==> src/rtl/rtcPkg.sv <==
package rtcPkg;
  typedef struct packed {
    logic loadSec;
    logic capShadow;
    logic rdSec;
    logic rdShadow;
    logic rdMs;
    logic rdAny;
  } rtcStrobes_t;
endpackage

==> src/rtl/rtcCtrl.sv <==
module rtcCtrl
  import rtcPkg::*;
#(
  parameter int ADDR_W     = 8,
  parameter int SEC_OFS    = 8'h08,
  parameter int SHADOW_OFS = 8'h0C,
  parameter int MS_OFS     = 8'h10
) (
  input  logic              clk,
  input  logic              rstN,
  input  logic              wrEn,
  input  logic              rdEn,
  input  logic [ADDR_W-1:0] addr,
  output rtcStrobes_t       strobes
);
  localparam logic [ADDR_W-1:0] SecAddr    = ADDR_W'(SEC_OFS);
  localparam logic [ADDR_W-1:0] ShadowAddr = ADDR_W'(SHADOW_OFS);
  localparam logic [ADDR_W-1:0] MsAddr     = ADDR_W'(MS_OFS);

  logic hitSec, hitShadow, hitMs;

  always_comb begin
    hitSec    = (addr == SecAddr);
    hitShadow = (addr == ShadowAddr);
    hitMs     = (addr == MsAddr);
    strobes.loadSec   = wrEn & hitSec;
    strobes.capShadow = rdEn & hitMs;
    strobes.rdSec     = rdEn & hitSec;
    strobes.rdShadow  = rdEn & hitShadow;
    strobes.rdMs      = rdEn & hitMs;
    strobes.rdAny     = rdEn;
  end

  AST_RD_SEL_ONEHOT: assert property (@(posedge clk) disable iff (!rstN)
    $onehot0({strobes.rdSec, strobes.rdShadow, strobes.rdMs})) else $error("rd select");
  AST_NO_RD_WITHOUT_EN: assert property (@(posedge clk) disable iff (!rstN)
    !rdEn |-> !(strobes.capShadow || strobes.rdAny)) else $error("stray read");
  AST_WR_ONLY_SEC: assert property (@(posedge clk) disable iff (!rstN)
    strobes.loadSec |-> (wrEn && addr == SecAddr)) else $error("stray write");
endmodule

==> src/rtl/rtcDatapath.sv <==
module rtcDatapath
  import rtcPkg::*;
#(
  parameter int DATA_W     = 32,
  parameter int MS_PER_SEC = 1000
) (
  input  logic              clk,
  input  logic              rstN,
  input  logic              tickEn,
  input  logic [DATA_W-1:0] wrData,
  input  rtcStrobes_t       strobes,
  output logic [DATA_W-1:0] rdData
);
  localparam int MS_W = $clog2(MS_PER_SEC);
  localparam logic [MS_W-1:0] MsTop = MS_W'(MS_PER_SEC - 1);

  logic [DATA_W-1:0] secCount;
  logic [DATA_W-1:0] shadowSec;
  logic [MS_W-1:0]   msCount;
  logic              msAtTop;
  logic [DATA_W-1:0] rdMux;

  assign msAtTop = (msCount == MsTop);

  always_ff @(posedge clk or negedge rstN) begin
    if (!rstN) begin
      secCount <= '0;
      msCount  <= '0;
    end else if (strobes.loadSec) begin
      secCount <= wrData;
      msCount  <= '0;
    end else if (tickEn) begin
      if (msAtTop) begin
        msCount  <= '0;
        secCount <= secCount + 1'b1;
      end else begin
        msCount <= msCount + 1'b1;
      end
    end
  end

  always_ff @(posedge clk or negedge rstN) begin
    if (!rstN) shadowSec <= '0;
    else if (strobes.capShadow) shadowSec <= secCount;
  end

  always_comb begin
    rdMux = '0;
    if (strobes.rdSec)    rdMux = secCount;
    if (strobes.rdShadow) rdMux = shadowSec;
    if (strobes.rdMs)     rdMux = {{(DATA_W-MS_W){1'b0}}, msCount};
  end

  always_ff @(posedge clk or negedge rstN) begin
    if (!rstN) rdData <= '0;
    else if (strobes.rdAny) rdData <= rdMux;
  end

  AST_MS_RANGE: assert property (@(posedge clk) disable iff (!rstN)
    msCount <= MsTop) else $error("ms range");
  AST_MS_WRAP: assert property (@(posedge clk) disable iff (!rstN)
    (tickEn && msAtTop && !strobes.loadSec) |=>
      (msCount == '0 && secCount == $past(secCount) + 1'b1)) else $error("wrap");
  AST_IDLE_HOLD: assert property (@(posedge clk) disable iff (!rstN)
    (!tickEn && !strobes.loadSec) |=> ($stable(msCount) && $stable(secCount))) else $error("idle");
  AST_CAPTURE: assert property (@(posedge clk) disable iff (!rstN)
    strobes.capShadow |=> shadowSec == $past(secCount)) else $error("capture");
  AST_SHADOW_HOLD: assert property (@(posedge clk) disable iff (!rstN)
    !strobes.capShadow |=> $stable(shadowSec)) else $error("shadow hold");
  AST_LOAD_SEC: assert property (@(posedge clk) disable iff (!rstN)
    strobes.loadSec |=> (secCount == $past(wrData) && msCount == '0)) else $error("load");
  AST_RD_HOLD: assert property (@(posedge clk) disable iff (!rstN)
    !strobes.rdAny |=> $stable(rdData)) else $error("rd hold");
endmodule

==> src/rtl/rtcShadowTimer.sv <==
module rtcShadowTimer
  import rtcPkg::*;
#(
  parameter int ADDR_W     = 8,
  parameter int DATA_W     = 32,
  parameter int MS_PER_SEC = 1000,
  parameter int SEC_OFS    = 8'h08,
  parameter int SHADOW_OFS = 8'h0C,
  parameter int MS_OFS     = 8'h10
) (
  input  logic              clk,
  input  logic              rstN,
  input  logic              tickEn,
  input  logic              wrEn,
  input  logic              rdEn,
  input  logic [ADDR_W-1:0] addr,
  input  logic [DATA_W-1:0] wrData,
  output logic [DATA_W-1:0] rdData
);
  rtcStrobes_t strobes;

  rtcCtrl #(
    .ADDR_W(ADDR_W), .SEC_OFS(SEC_OFS), .SHADOW_OFS(SHADOW_OFS), .MS_OFS(MS_OFS)
  ) i_rtcCtrl (
    .clk(clk), .rstN(rstN), .wrEn(wrEn), .rdEn(rdEn), .addr(addr), .strobes(strobes)
  );

  rtcDatapath #(
    .DATA_W(DATA_W), .MS_PER_SEC(MS_PER_SEC)
  ) i_rtcDatapath (
    .clk(clk), .rstN(rstN), .tickEn(tickEn), .wrData(wrData),
    .strobes(strobes), .rdData(rdData)
  );
endmodule

==> config.mk <==
export PLATFORM = sky130hd
export DESIGN_NAME = rtcShadowTimer
export DESIGN_NICKNAME = d
export VERILOG_FILES = /design/src/rtl/rtcPkg.sv /design/src/rtl/rtcCtrl.sv /design/src/rtl/rtcDatapath.sv /design/src/rtl/rtcShadowTimer.sv
export SDC_FILE = /design/constraint.sdc
export NUM_CORES = 1
export LEC_CHECK = 0
export ABC_AREA = 1
export BUFFER_PORTS_ARGS = -buffer_cell sky130_fd_sc_hd__buf_2
export CORE_MARGIN = 5
export CORE_UTILIZATION = 50
export DETAILED_ROUTE_END_ITERATION = 8
export GPL_ROUTABILITY_DRIVEN = 1
export PLACE_DENSITY = 0.77
export SLEW_MARGIN = 15
export SYNTH_ARGS = -nofsm -noshare
export SYNTH_HDL_FRONTEND = slang
export SYNTH_HIERARCHICAL = 1
export SYNTH_SLANG_ARGS = --single-unit
==> constraint.sdc <==
create_clock -name clk -period 2 [get_ports clk]
set_input_delay 0.2 -clock clk [delete_from_list [all_inputs] [get_ports clk]]
set_output_delay 0.2 -clock clk [all_outputs]
set_load 0.02 [all_outputs]
== After elaboration in Yosys (flattened, before gate mapping) ==
Cells that the tools add are included.

* Register bits: 106
* Input bits: 45
* Logic and storage cells: 26

* Add/sub/neg operators: 2
* Equal/unequal tests: 4
* Muxes and demuxes: 9
* Bitwise operators: 4
* Reductions and logical operators: 3

{| class="wikitable"
|+ Operators by type and width
! kind !! count
|-
| 32-bit two-way mux || 6
|-
| 32-bit by 1-bit adder with 32-bit output, second input constant || 1
|-
| 10-bit two-way mux || 3
|-
| 8-bit by 4-bit equality test with 1-bit output, second input constant || 2
|-
| 10-bit by 1-bit adder with 10-bit output, second input constant || 1
|-
| 10-bit equality test, second input constant || 1
|-
| 8-bit by 5-bit equality test with 1-bit output, second input constant || 1
|-
| 1-bit bitwise AND || 4
|-
| 2-bit nonzero test || 2
|-
| 2-bit AND reduction || 1
|}

== Longest topological paths before layout ==
* Word-level depth: 5
* Gate-level depth with buffers: 10
* Mapped depth without buffers: 10

== Modules after synthesis ==
The synthesis kept the hierarchy.

{| class="wikitable"
|+ Modules (own cells, without submodules)
! module !! instances !! cells each !! area each (µm²) !! seq. area each (µm²)
|-
| rtcDatapath || 1 || 768 || 5,714.2 || 2,652.5
|-
| rtcCtrl || 1 || 18 || 107.6 || 0.0
|}

== Least setup slack after synthesis ==
No wires, ideal clock.

* Kind: input to register
* Start: in addr[1]
* End: reg i_rtcDatapath.shadowSec[11]
* Library setup time: 0.133 ns
* Data arrival time: 1.527 ns
* Required time: 1.867 ns
* Slack: 0.340 ns
* Stages: 8
* Path through: nor2_4 -> nand3_1 -> nor2_1 -> buf_4 -> clkbuf_1 -> buf_2 -> buf_1 -> a21oi_1

{| class="wikitable"
|+ RTL lines
! element !! RTL line !! RTL
|-
| from (decl) || rtcShadowTimer.sv:16 || <nowiki>input logic [ADDR_W-1:0] addr,</nowiki>
|-
| to (signal assigned) || rtcDatapath.sv:44 || <nowiki>else if (strobes.capShadow) shadowSec <= secCount;</nowiki>
|-
| to (decl) || rtcDatapath.sv:18 || <nowiki>logic [DATA_W-1:0] shadowSec;</nowiki>
|}

== Worst setup path in the final report ==
* Start: reg i_rtcDatapath.secCount[1]
* End: reg i_rtcDatapath.secCount[22]

* Word-level cells in the longest chain between the ends: 4

{| class="wikitable"
|+ RTL lines
! element !! RTL line !! RTL
|-
| from (decl) || rtcDatapath.sv:17 || <nowiki>logic [DATA_W-1:0] secCount;</nowiki>
|-
| from (signal assigned) || rtcDatapath.sv:30 || <nowiki>secCount <= wrData;</nowiki>
|-
| from (signal assigned) || rtcDatapath.sv:35 || <nowiki>secCount <= secCount + 1'b1;</nowiki>
|-
| 32-bit by 1-bit adder with 32-bit output || rtcDatapath.sv:35 ||
|-
| 32-bit two-way mux || rtcDatapath.sv:33 || <nowiki>if (msAtTop) begin</nowiki>
|-
| 32-bit two-way mux || rtcDatapath.sv:32 || <nowiki>end else if (tickEn) begin</nowiki>
|-
| 32-bit two-way mux || rtcDatapath.sv:29 || <nowiki>end else if (strobes.loadSec) begin</nowiki>
|}

Every way passes these cells. The select of a mux whose other input is x is not followed.
A chain may end at the register's enable or synchronous reset.

==> flow_summary.ini <==
[outcome]
status = finished, final reports clean

[place]
port_buffers = 76
gp_congestion = 0.957
dp_hpwl_um = 11000

[drt]
vias_per_cell = 5.34
drc = 0
vias = 5365
routed_wl_um = 14900
ant_nets = 0
wl_per_cell_um = 14.9
firstDrtPassIters = 5
drt_iter0_markers = 412

[timing]
finClkSkew_ns = 0.00889
hold_viol = 0
fmax_ghz = 0.564
final-setup-viol-count = 0
max_slew_margin_pct = 66.5
post-route-min-period_ns = 1.77
worst_pin_slew_ns = 0.502
hold_ws_ns = 0.113
finalSetupTns_ns = 0
timing.final.crit_share_pct = 88.7
slew_violations = 0
rsz0062_at_grt = no

[grt]
grt_max_degree = 49
grt_pass1_vias = 5092
grt.total_usage_pct = 22.0
grt_antenna_before_repair = 0
grt_overflow = 0
grt_pass1_wl_um = 25400

[clock_tree]
cts_buffer_depth = 2
ctsRootBufferMaster = clkbuf_16
cts_made_buffers = 9
cts_tree = done
cts_sinks = 106
path_clk_slew_ns = 0.07
insertion_delay_ns = 0.35
post_cts_buffers = 0
h-tree-depth = 3

[yosys]
synth_fp_nets = 833
async_reset_ff_share_pct = 100
synth_xor_xnor_area_share_pct = 0.903
synth_compound_area_share_pct = 13.1
ys_ff_latch = 106
synth.distinct_cells = 31
synth_top_family_by_area = simple AND/OR/NAND/NOR gates
ys_seq_area_share_pct = 45.6
synth_edf_count = 0
synthAdderAreaFrac_pct = 0.430
avgSynthCellArea_um2 = 7.41
synthCells = 786
ys.flop_type = dfrtp_1
synth-simple-area-share_pct = 32.3
muxShareOfSynthArea_pct = 0.774
netlist_area_um2 = 5820
yosysWarnings = 6

[layout]
drive_gt1_share_pct = 17.5
fill_cells = 1088
final_cell_mix = nand2_1, nor2_1, dfrtp_1
fin_nets = 904
n_antenna_cell = 0
areaGrowthSynthToFinish_pct = 16.1
final_common_cell = nand2_1

[power_and_ir_drop]
ir_worst_vdd_uv = 465
p_leak_nw = 3.29
p_per_area_nw_per_um2 = 743

[floorplanning]
core_area_um2 = 11400
ios = 77
die_y_um = 118
initial_core_util_pct = 51.0
die_x_um = 118
dieArea_um2 = 13900
rows = 39

[critical_path]
slowest_delay_ns = 0.45
cp-end-kind = register
crit_top_cell = nand2_1
path_cells = ha_1 > nand2_1 > nor2_4 > nand2_1 > nor2_2 > nand2_1 > nand2_1 > nand3_1 > nand2_1 > nand2_1
critical_path_arrival_ns = 2.02
cp-start-kind = register
slowest_stage = dfrtp_1
cp_max_fo = 6
criticalPathCategory = reg -> reg
worstPathRequired_ns = 2.25

[worst_hold_path]
hold_class = in -> reg

[job]
maxCapViolCount = 0
[layout make-up]
type | instances | area (µm²) | area share [%]
multi-input cells | 586 | 2770 | 41.0
flip-flops and latches | 106 | 2650 | 39.2
inverters | 55 | 206 | 3.05
repair buffers | 99 | 633 | 9.37
well taps | 143 | 179 | 2.65
clock buffers | 11 | 243 | 3.59
clock inverters | 4 | 73.8 | 1.09
[path summary, 6_finish.rpt]
kind                                      startpoint                    endpoint  slack (ns)  depth (start not counted)
setup / recovery           i_rtcDatapath/secCount[1]  i_rtcDatapath/secCount[22]        0.23                         10
hold / removal                             wrData[2]   i_rtcDatapath/secCount[2]        0.11                          3
setup reg to reg           i_rtcDatapath/secCount[1]  i_rtcDatapath/secCount[22]        0.23                         10
hold reg to reg             i_rtcDatapath/rdData[15]    i_rtcDatapath/rdData[15]        0.48                          2
max in group asynchronous                       rstN    i_rtcDatapath/msCount[3]        1.05                          3
min in group asynchronous                       rstN     i_rtcDatapath/rdData[8]        0.36                          2
[logic make-up after synthesis]
kind of cell,Yosys count
buffers and inverters,94
xor gates and xnor gates,6
muxes,4
adders and majority gates,2
AOI/OAI and AO/OA,137
DFF,106
and+or+nand+nor,437
[state kept, by name, indices dropped and copies added, names as in the netlist]
name,cells
i_rtcDatapath/shadowSec,32
i_rtcDatapath/secCount,32
i_rtcDatapath/msCount,10
i_rtcDatapath/rdData,32
[Yosys cell counts (5+ instances only)]
master	count	area, µm²
a21oi_1	57	285
a22oi_1	22	165
buf_2	10	50.1
buf_4	5	37.5
clkbuf_1	19	71.3
dfrtp_1	106	2650
inv_1	53	199
nand2_1	212	796
nand3_1	58	290
nor2_1	122	458
nor2_2	7	43.8
nor2_4	9	101
nor3_1	9	45.0
o21ai_0	52	260
or2_2	7	43.8
[layer usage]
layer | GRT usage, % | vias to the layer above | routed length, µm
met3 | 4.76 | 22 | 811
li1 | - | 2685 | -
met4 | 5.38 | 0 | 274
met2 | 33.0 | 167 | 6670
met1 | 32.4 | 2491 | 7160
met5 | 0 | - | 0
[through the flow]
stage	total power [mW]	instances	setup WS (ns)	instance area (µm²)	utilization, %
finish	5.02	1004	0.227	6760	59.2
detailed placement	3.13	988	0.163	6430	56.3
global route	5.26	1004	0.0825	6760	59.2
CTS	5.03	1004	0.225	6760	59.2
floorplan	2.87	786	0.340	5820	-
global placement	3.13	988	0.162	6430	56.3
[worst max-delay path: cells and delay by family, from the launching register on]
kind	cells	cell delay, ns
adders and majority gates	1	0.26
DFF	1	0.45
and+or+nand+nor	9	0.97
[where the power goes]
group	internal (mW)	switching (mW)	total, mW
combinational	0.233	0.394	0.627
sequential	2.31	0.172	2.48
clock	1.13	0.785	1.91
[timing repair]
| item | CTS | global route |
|---|---|---|
| resized for setup | 0 | 0 |
| hold buffers | 1 | 0 |
| endpoints found under the setup margin | 0 | 0 |
| endpoints found under the hold margin | 32 | 0 |
Note: power is estimated with default switching activity, not from simulation.
